**src/rtl/pbs_pkg.sv**
```systemverilog
package pbs_pkg;

    localparam int STATE_W = 3;

    typedef enum logic [STATE_W-1:0] {
        BS_IDLE   = 3'd0,
        BS_HOLD   = 3'd1,
        BS_FIRST  = 3'd2,
        BS_CONT   = 3'd3,
        BS_CONT_E = 3'd4,
        BS_CONT_P = 3'd5,
        BS_FIRSTP = 3'd6
    } bus_state_e;

    typedef struct packed {
        logic req;
        logic done;
        logic early;
        logic hold;
    } bus_in_t;

    typedef struct packed {
        logic hold_ack;
        logic strobe;
        logic req_ack;
    } bus_out_t;

    // Exit taken at a cycle boundary: hold first, then a waiting request.
    function automatic bus_state_e boundary_exit(input bus_in_t b);
        if (b.hold)
            return BS_HOLD;
        else if (b.req)
            return BS_FIRST;
        else
            return BS_IDLE;
    endfunction

    // Early address granted: overlap only with a request and no hold.
    function automatic bus_state_e early_exit(input bus_in_t b);
        if (b.req && !b.hold)
            return BS_CONT_P;
        else
            return BS_CONT_E;
    endfunction

endpackage

```
**src/rtl/pbs_next.sv**
```systemverilog
module pbs_next
    import pbs_pkg::*;
(
    input  bus_state_e cur_i,
    input  bus_in_t    in_i,
    output bus_state_e nxt_o
);
    always_comb begin
        nxt_o = cur_i;
        unique case (cur_i)
            BS_IDLE, BS_HOLD: nxt_o = boundary_exit(in_i);
            BS_FIRST:         nxt_o = BS_CONT;
            BS_CONT: begin
                if (in_i.done)
                    nxt_o = boundary_exit(in_i);
                else if (in_i.early)
                    nxt_o = early_exit(in_i);
                else
                    nxt_o = BS_CONT;
            end
            BS_CONT_E: begin
                if (in_i.done)
                    nxt_o = boundary_exit(in_i);
                else if (in_i.req && !in_i.hold)
                    nxt_o = BS_CONT_P;
                else
                    nxt_o = BS_CONT_E;
            end
            BS_CONT_P: nxt_o = in_i.done ? BS_FIRSTP : BS_CONT_P;
            BS_FIRSTP: nxt_o = in_i.early ? early_exit(in_i) : BS_CONT;
            default:   nxt_o = BS_IDLE;
        endcase
    end
endmodule

```
**src/rtl/pbs_state_reg.sv**
```systemverilog
module pbs_state_reg
    import pbs_pkg::*;
#(
    parameter bus_state_e RESET_STATE = BS_IDLE
) (
    input  logic       clk,
    input  logic       rst,
    input  bus_state_e nxt_i,
    output bus_state_e cur_o,
    output bus_state_e prev_o
);
    always_ff @(posedge clk) begin
        if (rst) begin
            cur_o  <= RESET_STATE;
            prev_o <= RESET_STATE;
        end else begin
            cur_o  <= nxt_i;
            prev_o <= cur_o;
        end
    end
endmodule

```
**src/rtl/pbs_outdec.sv**
```systemverilog
module pbs_outdec
    import pbs_pkg::*;
(
    input  bus_state_e cur_i,
    input  bus_state_e prev_i,
    output bus_out_t   out_o
);
    logic enter_pipe;

    always_comb begin
        enter_pipe     = (cur_i == BS_CONT_P) && (prev_i != BS_CONT_P);
        out_o.hold_ack = (cur_i == BS_HOLD);
        out_o.strobe   = (cur_i == BS_FIRST) || enter_pipe;
        out_o.req_ack  = (cur_i == BS_FIRST) || enter_pipe;
    end
endmodule

```
**src/rtl/pipe_bus_seq.sv**
```systemverilog
module pipe_bus_seq
    import pbs_pkg::*;
(
    input  logic               clk,
    input  logic               rst,
    input  logic               req_pend_i,
    input  logic               rdy_n_i,
    input  logic               nxa_n_i,
    input  logic               hold_i,
    output logic [STATE_W-1:0] state_o,
    output logic               hold_ack_o,
    output logic               strobe_o,
    output logic               req_ack_o
);
    bus_in_t    bin;
    bus_out_t   bout;
    bus_state_e cur_st, prev_st, nxt_st;

    always_comb begin
        bin.req   = req_pend_i;
        bin.done  = ~rdy_n_i;
        bin.early = ~nxa_n_i;
        bin.hold  = hold_i;
    end

    pbs_next u_next (
        .cur_i (cur_st),
        .in_i  (bin),
        .nxt_o (nxt_st)
    );

    pbs_state_reg #(.RESET_STATE(BS_IDLE)) u_reg (
        .clk    (clk),
        .rst    (rst),
        .nxt_i  (nxt_st),
        .cur_o  (cur_st),
        .prev_o (prev_st)
    );

    pbs_outdec u_dec (
        .cur_i  (cur_st),
        .prev_i (prev_st),
        .out_o  (bout)
    );

    assign state_o    = cur_st;
    assign hold_ack_o = bout.hold_ack;
    assign strobe_o   = bout.strobe;
    assign req_ack_o  = bout.req_ack;
endmodule

```
**config.mk**
```make
export PLATFORM = sky130hd
export DESIGN_NAME = pipe_bus_seq
export DESIGN_NICKNAME = d
export VERILOG_FILES = /design/src/rtl/pbs_pkg.sv /design/src/rtl/pbs_next.sv /design/src/rtl/pbs_state_reg.sv /design/src/rtl/pbs_outdec.sv /design/src/rtl/pipe_bus_seq.sv
export SDC_FILE = /design/constraint.sdc
export NUM_CORES = 1
export LEC_CHECK = 0
export BUFFER_PORTS_ARGS = -buffer_cell sky130_fd_sc_hd__buf_2
export CAP_MARGIN = 20
export CORE_AREA = 8 8 45 47
export CTS_CLUSTER_SIZE = 40
export DETAILED_ROUTE_END_ITERATION = 7
export DIE_AREA = 0 0 53 55
export PLACE_DENSITY = 0.6
export SYNTH_ARGS = -nofsm -noshare
export SYNTH_HDL_FRONTEND = slang
export SYNTH_SLANG_ARGS = --single-unit
```
**constraint.sdc**
```tcl
create_clock -name clk -period 1.42 [get_ports clk]
set_input_delay 0.142 -clock clk [delete_from_list [all_inputs] [get_ports clk]]
set_output_delay 0.142 -clock clk [all_outputs]
set_load 0.01 [all_outputs]
```
# == Yosys cells after proc, flatten, opt, wreduce, memory -nomap -nowiden ==
# Cells that the tools add are included.
# op_classes
eq_ne,7
mux,8
reduce_logical,6
# op_table
cell,count
$pmux 3 s6,1
$eq 3x3->1 const B,3
$mux 3,3
$eq 3x2->1 const B,2
$mux 2,3
$eq 3x1->1 const B,1
$logic_not 3->1,1
$ne 3x3->1 const B,1
$logic_and 1x1->1,2
$reduce_or 2->1,1
$logic_not 1->1,1
$logic_or 1x1->1,1
$mux 1,1
# totals
regBits,6
inputBits,6
output_inout_bits,6
word_cells,23

# == Longest topological paths before layout ==
# depth
depth_word,6
mapped_depth,5
depth_no_buf,4

# == Modules after synthesis ==
# A second synthesis with hierarchy kept.
# unflattened
hier_cells,49
area_unflattened_um2,391.6
# modules_own_cells
module,instances,cells_each,area_each_um2,seq_area_each_um2
pbs_next,1,29,182.7,0.0
pbs_state_reg,1,12,157.7,120.1
pbs_outdec,1,6,43.8,0.0
pipe_bus_seq,1,2,7.5,0.0

# == Least setup slack after synthesis ==
# OpenSTA, ideal clock, no wires.
# synth_path
kind,register -> output
start,register u_reg.cur_o[0]
end,output strobe_o
t_arrival_ns,1.262
required_ns,1.278
slack_ns,0.016
path_stages_with_launch,5
cell_sequence,dfxtp_1 buf_2 nand2_1 o32ai_1 buf_4
# synth_via
elab_chain_len,3
elab_cells_between_ends,4
# synth_lines
element,line,source
start: declaration,pbs_state_reg.sv:9,"output bus_state_e cur_o,"
start signal: assignment,pbs_state_reg.sv:17,cur_o <= nxt_i;
$eq 3x3->1,pbs_outdec.sv:11,enter_pipe = (cur_i == BS_CONT_P) && (prev_i != BS_CONT_P);
$logic_and 1x1->1,pbs_outdec.sv:11,
$logic_or 1x1->1 *,-,
end: declaration,pipe_bus_seq.sv:12,"output logic strobe_o,"
# Every way passes the cells marked *; elsewhere a longest branch is shown, timed or not.

# == Worst setup path in the final report ==
# layout_path
start,register u_reg.cur_o[1]
end,output req_ack_o
# layout_via
elab_chain_len,3
elab_cells_between_ends,4
# layout_lines
element,line,source
$eq 3x3->1,pbs_outdec.sv:11,
$logic_and 1x1->1,pbs_outdec.sv:11,
$logic_or 1x1->1 *,pbs_outdec.sv:14,out_o.req_ack = (cur_i == BS_FIRST) || enter_pipe;
end: declaration,pipe_bus_seq.sv:13,output logic req_ack_o
# Marked as above.

==> impl_metrics.json <==
{
  "relSlewSlack": 0.7955,
  "grtUsageMet1": 0.08359,
  "cts_tree": "built",
  "wl_per_cell_um": 13.29,
  "cts_root_buf": "clkbuf_4",
  "drv_slew": 0,
  "fin_hold_ws_ns": 0.1171,
  "arrival_ns": 1.18,
  "gr-total-overflow": 0,
  "syn_area_per_cell_sq_um": 8.433,
  "max-vdd-ir-drop_mv": 0.4996,
  "drv_cap": 0,
  "setup_viol": 0,
  "critPathRequiredTime_ns": 1.28,
  "worst_slack_ns": 0.09463,
  "async_reset_ff_frac": 0,
  "grt_max_degree": 15,
  "setup.worst_path.class": "reg -> out",
  "clock_path_buffers": 2,
  "synth.top_cell.area_share": 0.2849,
  "pwr-share-clk": 0.349,
  "synth.most_common_cell": "dfxtp_1",
  "grt_first_pass_wirelength_um": 1780,
  "use_met2": 0.1387,
  "cts_htree_levels": 1,
  "grt_pass1_vias": 416,
  "fp.coreArea_sq_um": 1384,
  "fin_skew_ns": 0.005981,
  "post_cts_buffers": 0,
  "vias_per_cell": 5.114,
  "p_per_area_nw_per_um2": 850.8,
  "hold_viol_final": 0,
  "drive_above_1_share": 0.4286,
  "fin_crit_ns": 1.325,
  "seq_area_frac_synth": 0.2849,
  "dpl.hpwl_um": 763.4,
  "drtAntennaViolNets": 0,
  "antenna_found_initial": 0,
  "hold_class": "in -> reg",
  "num_rows": 14,
  "synth_area_leaders": "dfxtp_1 28%, buf_6 5.3%, nand3b_1 5.3%",
  "initial_utilization": 0.3047,
  "top_usage_layer": "met2",
  "yosys.area.top_type": "dfxtp_1",
  "area_delta_synth_final_pct": 27.60,
  "synth_common_cells": "6 x dfxtp_1, 5 x nor2_1",
  "io_buffers": 11,
  "clk_pin_slew_worst_paths_ns": 0.05,
  "antenna_cells": 0,
  "die_x_um": 53,
  "startpoint_type": "flop",
  "post-route-util": 0.3888,
  "finalCritPeriodShare": 0.9334,
  "worst-path-max-fanout": 4,
  "nets": 71,
  "synth_ff_type": "dfxtp_1",
  "synth.distinct_cells": 27,
  "clkLatencyLatePin_ns": 0.24,
  "p_comb_frac": 0.238,
  "route.detailed.drc": 0,
  "endpoint_kind": "output port",
  "ys_ff_latch": 6,
  "p_int_uw": 326.3,
  "dp_slack_ns": 0.09528,
  "swShare": 0.2872,
  "numCtsBuffers": 3,
  "gp_congestion": 0.7580,
  "dr.pass1.iters": 4,
  "tightest_slew_ns": 0.3067,
  "die_y_um": 55,
  "ioPinCount": 12,
  "dieArea_sq_um": 2915,
  "vias": 404,
  "track_usage": 0.07978,
  "syn-cell-area_sq_um": 421.7,
  "crit_path_max_incr_delay_ns": 0.35,
  "cts_sinks": 6,
  "wl_um": 1050,
  "drtIter0Drc": 8,
  "yosysWarnings": 0,
  "p_leak_uw": 0.0002392,
  "synth_nets": 56,
  "max_freq_ghz": 0.7545,
  "synth_edf_count": 0,
  "met3_usage": 0.03743,
  "syn_inst": 50,
  "cp_slowest_cell": "dfxtp_1",
  "path_cells": "nor2b_4 > inv_1 > o32ai_4 > buf_2",
  "power_frac_seq": 0.413,
  "switchingPower_uw": 131.5,
  "run_status": "finished clean"
}
## power groups by stage
| stage | logic, uW | clock network, uW | registers (uW) |
|---|---|---|---|
| after floorplan | 68.9 | 0 | 189 |
| after global placement | 102 | 0 | 192 |
| after detailed placement | 102 | 0 | 192 |
| after CTS | 103 | 165 | 190 |
| after global routing | 120 | 181 | 191 |
| final | 109 | 160 | 189 |
## final timing paths
path	from	to	slack, ns	cells past startpoint
max	u_reg.cur_o[1]	req_ack_o	0.09	4
min reg2reg	u_reg.cur_o[2]	u_reg.prev_o[2]	0.54	2
min	rst	u_reg.prev_o[2]	0.12	2
max reg2reg	u_reg.cur_o[2]	u_reg.cur_o[1]	0.25	3
## placed cells by master, fill, tap and decap left out, drive strengths merged
cell type / n
a21oi: 3
a222oi: 1
a31oi: 1
and3: 2
buf: 14
clkbuf: 3
dfxtp: 6
inv: 3
mux2i: 1
nand2: 3
nand2b: 2
nand3b: 4
nor2: 5
nor2b: 4
o21a: 2
o21ai: 5
o221ai: 1
o22ai: 1
o32ai: 1
or2b: 1
## per-layer routing
layer,wire length (um),up-vias,share of wire
li1,-,201,-
met1,425,192,0.40
met2,553,11,0.53
met3,71,0,0.068
met4,0,0,0
met5,0,-,0
## worst max-delay path: cells and delay by family (launching register included)
kind                   cells  cell delay [ns]
flip-flops                 1             0.35
buffers and inverters      2             0.26
AND/OR/NAND/NOR            1             0.20
AO/OA/AOI/OAI              1             0.12
## registers in the layout (all words and copies together), names as in the netlist
signal and count:
u_reg.cur_o 3, u_reg.prev_o 3
## what timing repair did
item,4_1_cts,5_1_grt
gates resized for setup,2,5
setup endpoints to repair,2,2
hold buffers,0,0
## area by class of cell
type	count	area, sq um
fillers	161	845.8
multi-input cells	37	279.0
flip-flops and latches	6	127.6
repair buffers	14	77.57
clock buffers	3	22.52
well taps	16	20.02
inverters	3	11.26
## kinds of logic after synthesis
kind of cell,Yosys count,share of synthesized area
buffers and inverters,7,0.1098
AO/OA/AOI/OAI,15,0.2671
flip-flops,6,0.2849
AND/OR/NAND/NOR,21,0.3145
multiplexers,1,0.02374
## through the flow
step,instance area (sq um),TNS [ns],std cells,total power (uW)
6_report,538.0,0,79,457.7
4_1_cts,509.2,0,79,457.7
3_5_place_dp,484.2,0,76,294.0
3_3_place_gp,484.2,0,76,293.7
5_1_grt,538.0,-0.01341,79,491.6
2_1_floorplan,421.7,0,50,257.8
(Power assumes the default switching activity.)
